$ cat config.mk
export PLATFORM = sky130hd
export DESIGN_NAME = fqr_responder
export DESIGN_NICKNAME = d
export VERILOG_FILES = /design/src/rtl/fqr_pkg.sv /design/src/rtl/fqr_index.sv /design/src/rtl/fqr_param_rom.sv /design/src/rtl/fqr_lane.sv /design/src/rtl/fqr_responder.sv
export SDC_FILE = /design/constraint.sdc
export NUM_CORES = 1
export LEC_CHECK = 0
export ABC_AREA = 1
export BUFFER_PORTS_ARGS = -buffer_cell sky130_fd_sc_hd__buf_2
export CAP_MARGIN = 20
export CORE_ASPECT_RATIO = 0.9
export CORE_MARGIN = 2
export CORE_UTILIZATION = 40
export DETAILED_ROUTE_END_ITERATION = 10
export GPL_TIMING_DRIVEN = 0
export PLACE_DENSITY = 0.65
export REMOVE_ABC_BUFFERS = 1
export SLEW_MARGIN = 40
export SYNTH_ARGS = -nofsm -noshare
export SYNTH_HDL_FRONTEND = slang
export SYNTH_SLANG_ARGS = --single-unit
$ cat constraint.sdc
create_clock -name clk -period 1.6 [get_ports clk]
set_input_delay 0.16 -clock clk [delete_from_list [all_inputs] [get_ports clk]]
set_output_delay 0.16 -clock clk [all_outputs]
set_load 0.05 [all_outputs]
$ cat src/rtl/fqr_pkg.sv
package fqr_pkg;

    localparam int BUS_BYTES = 4;
    localparam int BUS_W     = 8 * BUS_BYTES;

    // highest defined query index; everything beyond reads zero
    localparam logic [7:0] TABLE_LAST = 8'h52;

    // log2 width codes
    localparam logic [1:0] WC_1B = 2'd0;
    localparam logic [1:0] WC_2B = 2'd1;
    localparam logic [1:0] WC_4B = 2'd2;

    typedef struct packed {
        logic             valid;
        logic [BUS_W-1:0] data;
    } rsp_t;

endpackage

$ cat src/rtl/fqr_index.sv
module fqr_index #(
    parameter int ADDR_W = 16
) (
    input  logic [ADDR_W-1:0] offset,
    input  logic [1:0]        bank_lg,
    input  logic [1:0]        dev_lg,
    input  logic [1:0]        max_lg,
    output logic [ADDR_W-1:0] idx
);

    logic [2:0] span;
    logic [2:0] shamt;

    always_comb begin
        span  = {1'b0, bank_lg} + {1'b0, max_lg};
        shamt = (span >= {1'b0, dev_lg}) ? (span - {1'b0, dev_lg}) : 3'd0;
        idx   = offset >> shamt;
    end

endmodule

$ cat src/rtl/fqr_param_rom.sv
module fqr_param_rom
    import fqr_pkg::*;
#(
    parameter int ADDR_W      = 16,
    parameter int SECTOR_LOG2 = 16,
    parameter int BLOCKS_LOG2 = 7
) (
    input  logic [ADDR_W-1:0] idx,
    input  logic [1:0]        bank_lg,
    input  logic [1:0]        dev_lg,
    output logic [7:0]        tbl_byte
);

    localparam logic [31:0] SECTOR_LEN = 32'd1 << SECTOR_LOG2;
    localparam logic [7:0]  SEC_MID    = SECTOR_LEN[15:8];
    localparam logic [7:0]  SEC_HIGH   = SECTOR_LEN[23:16];

    logic [1:0]  ndev_lg;
    logic [7:0]  bpd_lg;
    logic [15:0] bpd_m1;
    logic [7:0]  size_lg;
    logic        in_range;

    always_comb begin
        ndev_lg  = (bank_lg > dev_lg) ? (bank_lg - dev_lg) : 2'd0;
        bpd_lg   = 8'(BLOCKS_LOG2) - {6'd0, ndev_lg};
        bpd_m1   = 16'((32'd1 << bpd_lg) - 32'd1);
        size_lg  = 8'(SECTOR_LOG2) + bpd_lg;
        in_range = (idx <= ADDR_W'(TABLE_LAST));
        tbl_byte = 8'h00;
        if (in_range) begin
            case (idx[6:0])
                7'h10: tbl_byte = 8'h51;
                7'h11: tbl_byte = 8'h52;
                7'h12: tbl_byte = 8'h59;
                7'h13: tbl_byte = 8'h01;
                7'h15: tbl_byte = 8'h31;
                7'h1B: tbl_byte = 8'h45;
                7'h1C: tbl_byte = 8'h55;
                7'h1F: tbl_byte = 8'h07;
                7'h20: tbl_byte = 8'h07;
                7'h21: tbl_byte = 8'h0A;
                7'h23: tbl_byte = 8'h04;
                7'h24: tbl_byte = 8'h04;
                7'h25: tbl_byte = 8'h04;
                7'h27: tbl_byte = size_lg;
                7'h28: tbl_byte = 8'h02;
                7'h2A: tbl_byte = (bank_lg == WC_1B) ? 8'h08 : 8'h0B;
                7'h2C: tbl_byte = 8'h01;
                7'h2D: tbl_byte = bpd_m1[7:0];
                7'h2E: tbl_byte = bpd_m1[15:8];
                7'h2F: tbl_byte = SEC_MID;
                7'h30: tbl_byte = SEC_HIGH;
                7'h31: tbl_byte = 8'h50;
                7'h32: tbl_byte = 8'h52;
                7'h33: tbl_byte = 8'h49;
                7'h34: tbl_byte = 8'h31;
                7'h35: tbl_byte = 8'h30;
                7'h3F: tbl_byte = 8'h01;
                default: tbl_byte = 8'h00;
            endcase
        end
    end

endmodule

$ cat src/rtl/fqr_lane.sv
module fqr_lane
    import fqr_pkg::*;
#(
    parameter int          ADDR_W      = 16,
    parameter int          SECTOR_LOG2 = 16,
    parameter int          BLOCKS_LOG2 = 7,
    parameter logic [15:0] MANUF_ID    = 16'h0089,
    parameter logic [15:0] DEVICE_ID   = 16'h0018
) (
    input  logic              clk,
    input  logic              rst_n,
    input  logic [ADDR_W-1:0] offset,
    input  logic              mode_id,
    input  logic [1:0]        bank_lg,
    input  logic [1:0]        dev_lg,
    input  logic [1:0]        max_lg,
    output logic [BUS_W-1:0]  resp
);

    logic [ADDR_W-1:0] idx;
    logic [7:0]        tbl_byte;
    logic [BUS_W-1:0]  base;
    logic [BUS_W-1:0]  rep;
    logic [BUS_W-1:0]  bank_mask;

    fqr_index #(.ADDR_W(ADDR_W)) u_index (
        .offset (offset),
        .bank_lg(bank_lg),
        .dev_lg (dev_lg),
        .max_lg (max_lg),
        .idx    (idx)
    );

    fqr_param_rom #(
        .ADDR_W     (ADDR_W),
        .SECTOR_LOG2(SECTOR_LOG2),
        .BLOCKS_LOG2(BLOCKS_LOG2)
    ) u_rom (
        .idx     (idx),
        .bank_lg (bank_lg),
        .dev_lg  (dev_lg),
        .tbl_byte(tbl_byte)
    );

    always_comb begin
        base = '0;
        if (mode_id) begin
            case (idx[7:0])
                8'h00:   base = {16'h0000, MANUF_ID};
                8'h01:   base = {16'h0000, DEVICE_ID};
                default: base = '0;
            endcase
        end else if (dev_lg != max_lg) begin
            base = (dev_lg == WC_1B) ? {BUS_BYTES{tbl_byte}} : '0;
        end else begin
            base = {24'h000000, tbl_byte};
        end

        case (dev_lg)
            WC_1B:   rep = {4{base[7:0]}};
            WC_2B:   rep = {2{base[15:0]}};
            default: rep = base;
        endcase

        case (bank_lg)
            WC_1B:   bank_mask = 32'h0000_00FF;
            WC_2B:   bank_mask = 32'h0000_FFFF;
            default: bank_mask = 32'hFFFF_FFFF;
        endcase

        resp = rep & bank_mask;
    end

    // query indices past the table read zero
    a_r4_beyond_table: assert property (@(posedge clk) disable iff (!rst_n)
        (!mode_id && idx > ADDR_W'(TABLE_LAST)) |-> (resp == '0));

    // undecoded identification indices read zero
    a_r7_id_unknown_zero: assert property (@(posedge clk) disable iff (!rst_n)
        (mode_id && idx[7:0] > 8'h01) |-> (resp == '0));

    // a byte-wide device in a wider part repeats the table byte
    a_r5_x8_repeat: assert property (@(posedge clk) disable iff (!rst_n)
        (!mode_id && dev_lg == WC_1B && max_lg != WC_1B && bank_lg == WC_4B)
        |-> (resp == {4{tbl_byte}}));

endmodule

$ cat src/rtl/fqr_responder.sv
module fqr_responder
    import fqr_pkg::*;
#(
    parameter int          ADDR_W      = 16,
    parameter int          SECTOR_LOG2 = 16,
    parameter int          BLOCKS_LOG2 = 7,
    parameter logic [15:0] MANUF_ID    = 16'h0089,
    parameter logic [15:0] DEVICE_ID   = 16'h0018
) (
    input  logic              clk,
    input  logic              rst_n,
    input  logic              req,
    input  logic              mode_id,
    input  logic [ADDR_W-1:0] offset,
    input  logic [1:0]        acc_lg,
    input  logic [1:0]        bank_lg,
    input  logic [1:0]        dev_lg,
    input  logic [1:0]        max_lg,
    output logic              rsp_valid,
    output logic [BUS_W-1:0]  rsp_data
);

    logic [BUS_W-1:0] lane_resp [BUS_BYTES];
    logic [BUS_W-1:0] assembled;
    rsp_t             rsp_d, rsp_q;

    // one responder per byte position; only positions on a bank boundary are used
    for (genvar p = 0; p < BUS_BYTES; p++) begin : g_lane
        logic [ADDR_W-1:0] lane_off;
        assign lane_off = offset + (ADDR_W'(p) << bank_lg);

        fqr_lane #(
            .ADDR_W     (ADDR_W),
            .SECTOR_LOG2(SECTOR_LOG2),
            .BLOCKS_LOG2(BLOCKS_LOG2),
            .MANUF_ID   (MANUF_ID),
            .DEVICE_ID  (DEVICE_ID)
        ) u_lane (
            .clk    (clk),
            .rst_n  (rst_n),
            .offset (lane_off),
            .mode_id(mode_id),
            .bank_lg(bank_lg),
            .dev_lg (dev_lg),
            .max_lg (max_lg),
            .resp   (lane_resp[p])
        );
    end

    always_comb begin
        logic [1:0] bmask;
        logic [1:0] chunk;
        logic [1:0] rel;
        bmask     = 2'((3'd1 << bank_lg) - 3'd1);
        assembled = '0;
        for (int p = 0; p < BUS_BYTES; p++) begin
            chunk = 2'(p) & ~bmask;
            rel   = 2'(p) & bmask;
            if (3'(p) < (3'd1 << acc_lg)) begin
                assembled[8*p +: 8] = lane_resp[chunk][{rel, 3'b000} +: 8];
            end
        end
    end

    always_comb begin
        rsp_d       = rsp_q;
        rsp_d.valid = req;
        if (req) begin
            rsp_d.data = assembled;
        end
    end

    always_ff @(posedge clk or negedge rst_n) begin
        if (!rst_n) begin
            rsp_q <= '0;
        end else begin
            rsp_q <= rsp_d;
        end
    end

    assign rsp_valid = rsp_q.valid;
    assign rsp_data  = rsp_q.data;

    // response one cycle after request, nothing otherwise
    a_r1_valid_follows_req: assert property (@(posedge clk) disable iff (!rst_n)
        req |=> rsp_valid);

    a_r1_no_spurious_valid: assert property (@(posedge clk) disable iff (!rst_n)
        !req |=> !rsp_valid);

    a_r1_data_holds: assert property (@(posedge clk) disable iff (!rst_n)
        !req |=> $stable(rsp_data));

    // a one-byte access leaves the upper bytes zero
    a_r9_narrow_upper_zero: assert property (@(posedge clk) disable iff (!rst_n)
        (req && acc_lg == WC_1B) |=> (rsp_data[BUS_W-1:8] == '0));

endmodule

==> results of run 1 <==
final cells by class:
class | count | area [um^2] | share of cell area
Clock buffer | 5 | 125.1 | 0.01195
Timing Repair Buffer | 117 | 864.6 | 0.08255
Clock inverter | 3 | 17.52 | 0.001672
Multi-Input combinational cell | 1387 | 7639 | 0.7293
Tap cell | 286 | 357.8 | 0.03417
Inverter | 139 | 601.8 | 0.05746
Timing Repair inverter | 4 | 42.54 | 0.004062
Sequential cell | 33 | 825.8 | 0.07884
final timing paths:
path / to / slack [ps]
setup / recovery: rsp_data[26] / -2240
hold / removal: rsp_valid / 30
setup reg to reg: rsp_data[17] / 870
hold reg to reg: rsp_data[28] / 480
max in group asynchronous: rsp_data[14] / 670
min in group asynchronous: rsp_data[7] / 460
metrics by stage:
step | setup TNS, ps | hold slack (ps) | power, uW | cell area, um^2 | utilization
2_1_floorplan | -88980 | -135.6 | 5906 | 8154 | -
3_3_place_gp | -130890 | 256.8 | 7364 | 8812 | 0.4217
6_report | -65120 | 33.58 | 10680 | 10470 | 0.5013
3_5_place_dp | -102740 | 254.3 | 7447 | 8861 | 0.4241
4_1_cts | -59590 | 31.21 | 10020 | 10180 | 0.4874
5_1_grt | -70240 | 31.73 | 11520 | 10470 | 0.5013
cells in the final DEF, fill, tap and decap left out, types with 16 or more instances in the layout:
master,instances
a21oi_1,29
buf_2,57
buf_4,48
dfrtp_1,33
ha_1,20
inv_1,99
inv_2,26
nand2_1,531
nand2_2,83
nand2_4,20
nand3_1,265
nand3_2,18
nand4_1,20
nor2_1,123
nor2_2,28
nor2_4,22
o211ai_1,16
o21ai_0,26
o21ai_1,46
o21ai_2,22
flip-flops by register name, summed over array words and instances, names as in the netlist:
signal,cells
rsp_valid,1
rsp_data,32
cells by family after synthesis:
logic type | after synthesis
simple gates | 1151
buf+inv | 202
compound gates | 178
flops | 33
fa+ha+maj | 29
xor+xnor | 21
mux | 1
where the power goes:
group | internal [uW] | leakage [uW] | switching, uW
combinational | 2760 | 0.00492 | 6090
sequential | 865 | 0.000453 | 15.9
clock | 570 | 0.0000696 | 379
what timing repair did:
action	in CTS	in global routing
endpoints found under the setup margin	32	32
pin swaps	61	50
gates cloned	13	0
buffers inserted	43	9
endpoints found under the hold margin	33	0
hold buffers	1	0
resized for setup	179	70
routing by layer:
layer	GRT usage	part of all wire	vias up
met5	0	0	-
met4	0.09531	0.033	0
met3	0.06131	0.12	93
met2	0.4609	0.44	625
met1	0.4087	0.41	5228
li1	-	-	5467
==> summary.md, run 1 <==
| Metric | Value |
|---|---|
| Outcome | finished with violations |
| Failing checks | negative setup slack |
| Dpl ws | -3445 ps |
| Critical path startpoint | bank_lg[0] |
| Initial antenna violation count | 0 |
| Final hold viol count | 0 |
| CP Max Fanout | 8 |
| Ys async rst share | 1.000 |
| Post-DP HPWL | 23700 um |
| Vias in the first global route | 10.61k |
| R2R cell count | 1 |
| Die Wd | 158.2 um |
| Vias | 11.41k |
| Antenna diodes | 0 |
| Top-count cell post-synth | nand2_1 |
| First-pass GRT wire length | 53360 um |
| Setup crit end kind | register |
| Clock Path Buffers | 2 |
| Hold Crit Class | in -> reg |
| DRC | 0 |
| Pin count of the biggest net entering global routing | 54 |
| FMAX | 0.2601 GHz |
| Non-filler cells, final | 1974 |
| Die area | 0.02260 mm^2 |
| Nets | 1744 |
| Slack of the critical path | -2244 ps |
| Largest family of logic cells by synthesized area | simple AND/OR/NAND/NOR gates |
| LEAKAGE | 0.005441 uW |
| Num CTS Buffers | 5 |
| Crit path buffers/inverters | 6 |
| Skew final | 0 ps |
| Required time worst endpoint | 1820 ps |
| Site Rows | 50 |
| Core ar. | 0.02090 mm^2 |
| Adder-Cell Fraction of Synth Area | 0.04588 |
| Overflow after GRT | 0 |
| Clock root cell | clkbuf_16 |
| Fin crit share | 2.403 |
| # setup viols final | 32 |
| Max Slew Vio Count | 0 |
| Max-Cap Viols | 0 |
| Area fraction in and, or, nand and nor cells after synthesis | 0.6014 |
| Worst slew margin | 0.4076 |
| RSZ-0062 raised after global routing | true |
| Initial Util | 0.4098 |
| Slew @ Worst Pin | 880.5 ps |
| Largest stage delay on the critical path | 520 ps |
| Synth Register Bits | 33 |
| Critical Path AT | 4060 ps |
| Antenna Nets Post-Route | 0 |
| Mean routed wirelength per cell | 17.09 um |
| Largest area contributor in the netlist | nand2_1 |
| GPL Wtd Cong | 1.014 |
| XOR/XNOR Fraction of Synth Area | 0.02236 |
| Ys flop type | dfrtp_1 |
| Area grow syn2layout | 22.31% |
| Vias/cell | 5.782 |
| Post-Place Cells | 1900 |
| Synth Warn # | 0 |
| Min-delay src | req |
| Reg-to-Reg Start | rsp_data[17] |
| Tmin final | 3844 ps |
| Top cell family by delay on the critical path | simple AND/OR/NAND/NOR gates |
| Number of flops mapped to enable cells by yosys | 0 |
| 1st-pass router iterations | 6 |
| Total wire length | 33730 um |
| Synth Area in Compound Gates | 0.1235 |
| Post-Syn Instances | 1615 |
| Post-synthesis mux area share | 0.001169 |
| Peak supply drop | 0.6249 mV |
| Critical path class | in -> reg |
| Total track usage | 0.2962 |
| H-Tree Depth | 2 |
| P per Cell Area | 1019 mW/mm^2 |
| CTS clk-pin slew, worst paths | 50 ps |
| Mapped cell area | 0.008563 mm^2 |
| Share of layout cells above drive strength 1 | 0.2441 |
| Netlist cell types | 58 |
| Ports | 61 |
| Crit path depth | 24 |
| Die height | 142.8 um |
| Iter 0 DRT Violations | 1362 |
| Crit path cell chain | buf_12 -> ha_4 -> fa_1 -> inv_2 -> fa_1 -> nor2_4 -> buf_12 -> buf_16 -> inv_16 -> o21ai_2 -> nand2_1 -> nand2_2 -> nand2_4 -> o21ai_0 -> nand3_1 -> nand2_2 -> inv_2 -> nor2_4 -> nand4_1 -> a21oi_2 -> nand2_1 -> nand3_1 -> nand2_1 -> nand2_1 |
| Post-synthesis sequential area ratio | 0.09643 |
| Most used cell, CP | nand2_1 |
| Top post-synthesis cells by area | nand2_1 26%, nand3_1 16%, dfrtp_1 9.6% |
| Worst Hold Depth | 1 |
| Clk sink count | 33 |
| Clk Latency, worst-skew pair | 280 ps |
| Synth top area share | 0.2617 |
| Slowest CP cell | fa_1 |
| Port Buf Inserts | 60 |
| Mean Syn Cell Area | 5.302 um^2 |
| Filler instances | 2233 |
| CP Launch Type | input port |
| CTS tree | done |
| Commonest cells post-synth | 597 x nand2_1, 274 x nand3_1, 152 x nor2_1, 102 x inv_1, 52 x o21ai_1 |
Note: power is estimated with default switching activity, not from simulation.
==> run 2: changes to the inputs <==
PLACE_DENSITY = default   (was 0.65)
==> run 2 against run 1 <==
Net effect:
- the run still ends with negative setup slack left
- sequential power barely moved
- worst setup slack improved by 1.2 ps
- highest routed layer unchanged
- wire length rose by 2.2%
- maximum frequency is essentially flat
- flip-flop and latch count unchanged
- largest cell class unchanged
==> summary.md, run 2 (synthesis results as in run 1) <==
| Metric | Value |
|---|---|
| DRC | 0 |
| CP Max Fanout | 8 |
| Setup crit end kind | register |
| # setup viols final | 32 |
| Non-filler cells, final | 1980 |
| CP Launch Type | input port |
| Mean routed wirelength per cell | 17.41 um |
| FMAX | 0.2602 GHz |
| Pin count of the biggest net entering global routing | 51 |
| Antenna diodes | 0 |
| Max Slew Vio Count | 0 |
| Failing checks | negative setup slack |
| CTS clk-pin slew, worst paths | 50 ps |
| Ports | 61 |
| Clock Path Buffers | 2 |
| Critical path class | in -> reg |
| Most frequent cells in the layout | 550 x nand2_1, 261 x nand3_1, 122 x nor2_1 |
| Slew @ Worst Pin | 813.4 ps |
| Clock root cell | clkbuf_16 |
| Clk Latency, worst-skew pair | 280 ps |
| Die height | 142.8 um |
| Area grow syn2layout | 22.35% |
| Initial Util | 0.4098 |
| P per Cell Area | 1018 mW/mm^2 |
| Outcome | finished with violations |
| Vias | 11.38k |
| Port Buf Inserts | 60 |
| Vias/cell | 5.748 |
| GPL Wtd Cong | 0.9493 |
| Core ar. | 0.02090 mm^2 |
| Iter 0 DRT Violations | 1421 |
| Post-DP HPWL | 23670 um |
| Max reg flops | 32 |
| Filler instances | 2243 |
| Worst slew margin | 0.4572 |
| Fin crit share | 2.402 |
| Vias in the first global route | 10.43k |
| Max-Cap Viols | 0 |
| Required time worst endpoint | 1820 ps |
| Site Rows | 50 |
| 1st-pass router iterations | 6 |
| Overflow after GRT | 0 |
| Most common cell after layout, fill and taps aside | nand2_1 |
| LEAKAGE | 0.005439 uW |
| Antenna Nets Post-Route | 0 |
| RSZ-0062 raised after global routing | true |
| Peak supply drop | 0.6377 mV |
| Slack of the critical path | -2243 ps |
| Pwr Total | 10660 uW |
| Clk sink count | 33 |
| First-pass GRT wire length | 53740 um |
| Num CTS Buffers | 5 |
| Post-Place Cells | 1900 |
| CTS tree | done |
| Hold Crit Class | in -> reg |
| Share of layout cells above drive strength 1 | 0.2355 |
| Total track usage | 0.2990 |
| Total wire length | 34480 um |
| Tmin final | 3843 ps |
| H-Tree Depth | 2 |
| Initial antenna violation count | 0 |
| Die Wd | 158.2 um |
| Critical Path AT | 4060 ps |
| Dpl ws | -3621 ps |
| Nets | 1751 |
| Skew final | 0 ps |
| Final hold viol count | 0 |
| Die area | 0.02260 mm^2 |
## run 2: cell types whose count changed in the layout (fill, tap and decap cells not counted), sizes merged
cell,previous run,this run
buf,114,120
clkbuf,5,7
clkinv,5,2
clkinvlp,3,2
inv,138,139
nand2,638,639
## run 2: final timing paths
| check | start | end | slack (ps) | cells past startpoint |
|---|---|---|---|---|
| worst min register to register | rsp_data[10] | rsp_data[10] | 470 | 2 |
| worst min-delay path | req | rsp_valid | 30 | 1 |
| max in group asynchronous | rst_n | rsp_data[14] | 650 | 2 |
| worst max register to register | rsp_data[12] | rsp_data[12] | 870 | 1 |
| min in group asynchronous | rst_n | rsp_data[6] | 490 | 2 |
| worst max-delay path | bank_lg[0] | rsp_data[26] | -2240 | 25 |
## run 2: final cells by class
type                            count  area (um^2)  area share
Clock buffer                        7        142.6     0.01361
Multi-Input combinational cell   1388         7572      0.7227
Tap cell                          286        357.8     0.03415
Timing Repair Buffer              123        949.7     0.09064
Timing Repair inverter              4        37.54    0.003583
Sequential cell                    33        825.8     0.07882
Inverter                          139        591.8     0.05648
## run 2: report_power, final
| part | switching (uW) | internal (uW) | leakage, uW |
|---|---|---|---|
| registers | 15.1 | 866 | 0.000453 |
| clock network | 336 | 610 | 0.0000700 |
| logic | 6090 | 2750 | 0.00492 |
## run 2: metal layers
metal	up-vias	global-route usage	wire (um)
li1	5476	-	-
met1	5157	0.4218	14570
met3	86	0.06525	4076
met4	0	0.07587	840
met2	663	0.4613	14990
met5	-	0	0
## run 2: metrics by stage
step | setup TNS (ps) | area [um^2] | util | hold WS [ps]
after floorplan | -88980 | 8154 | - | -135.6
after global placement | -134940 | 8812 | 0.4217 | 257.8
after detailed placement | -104880 | 8874 | 0.4247 | 265.0
after CTS | -60170 | 10060 | 0.4815 | 24.22
after global routing | -70230 | 10480 | 0.5014 | 23.76
final | -65740 | 10480 | 0.5014 | 28.34
## run 2: what timing repair did
action / CTS / global route
hold buffers: 1 / 0
setup endpoints to repair: 32 / 32
hold endpoints to repair: 33 / 0
resized for setup: 141 / 81
setup buffers: 44 / 14
pin swaps: 64 / 43
cloned: 11 / 3
## run 2: worst max-delay path: stages
cell	delay, ps
buf_12	110
ha_4	140
fa_1	480
inv_2	80
fa_2	450
nor2_4	210
buf_12	140
buf_16	160
inv_16	50
or2_1	230
o211ai_1	130
nand2_2	170
nor2_2	160
nand2_1	70
o21ai_1	90
nand2_1	110
buf_4	150
buf_4	120
nand3_1	110
nand4_1	240
a21oi_2	200
nand2_1	70
nand3_1	70
nand2_1	60
nand2_1	70
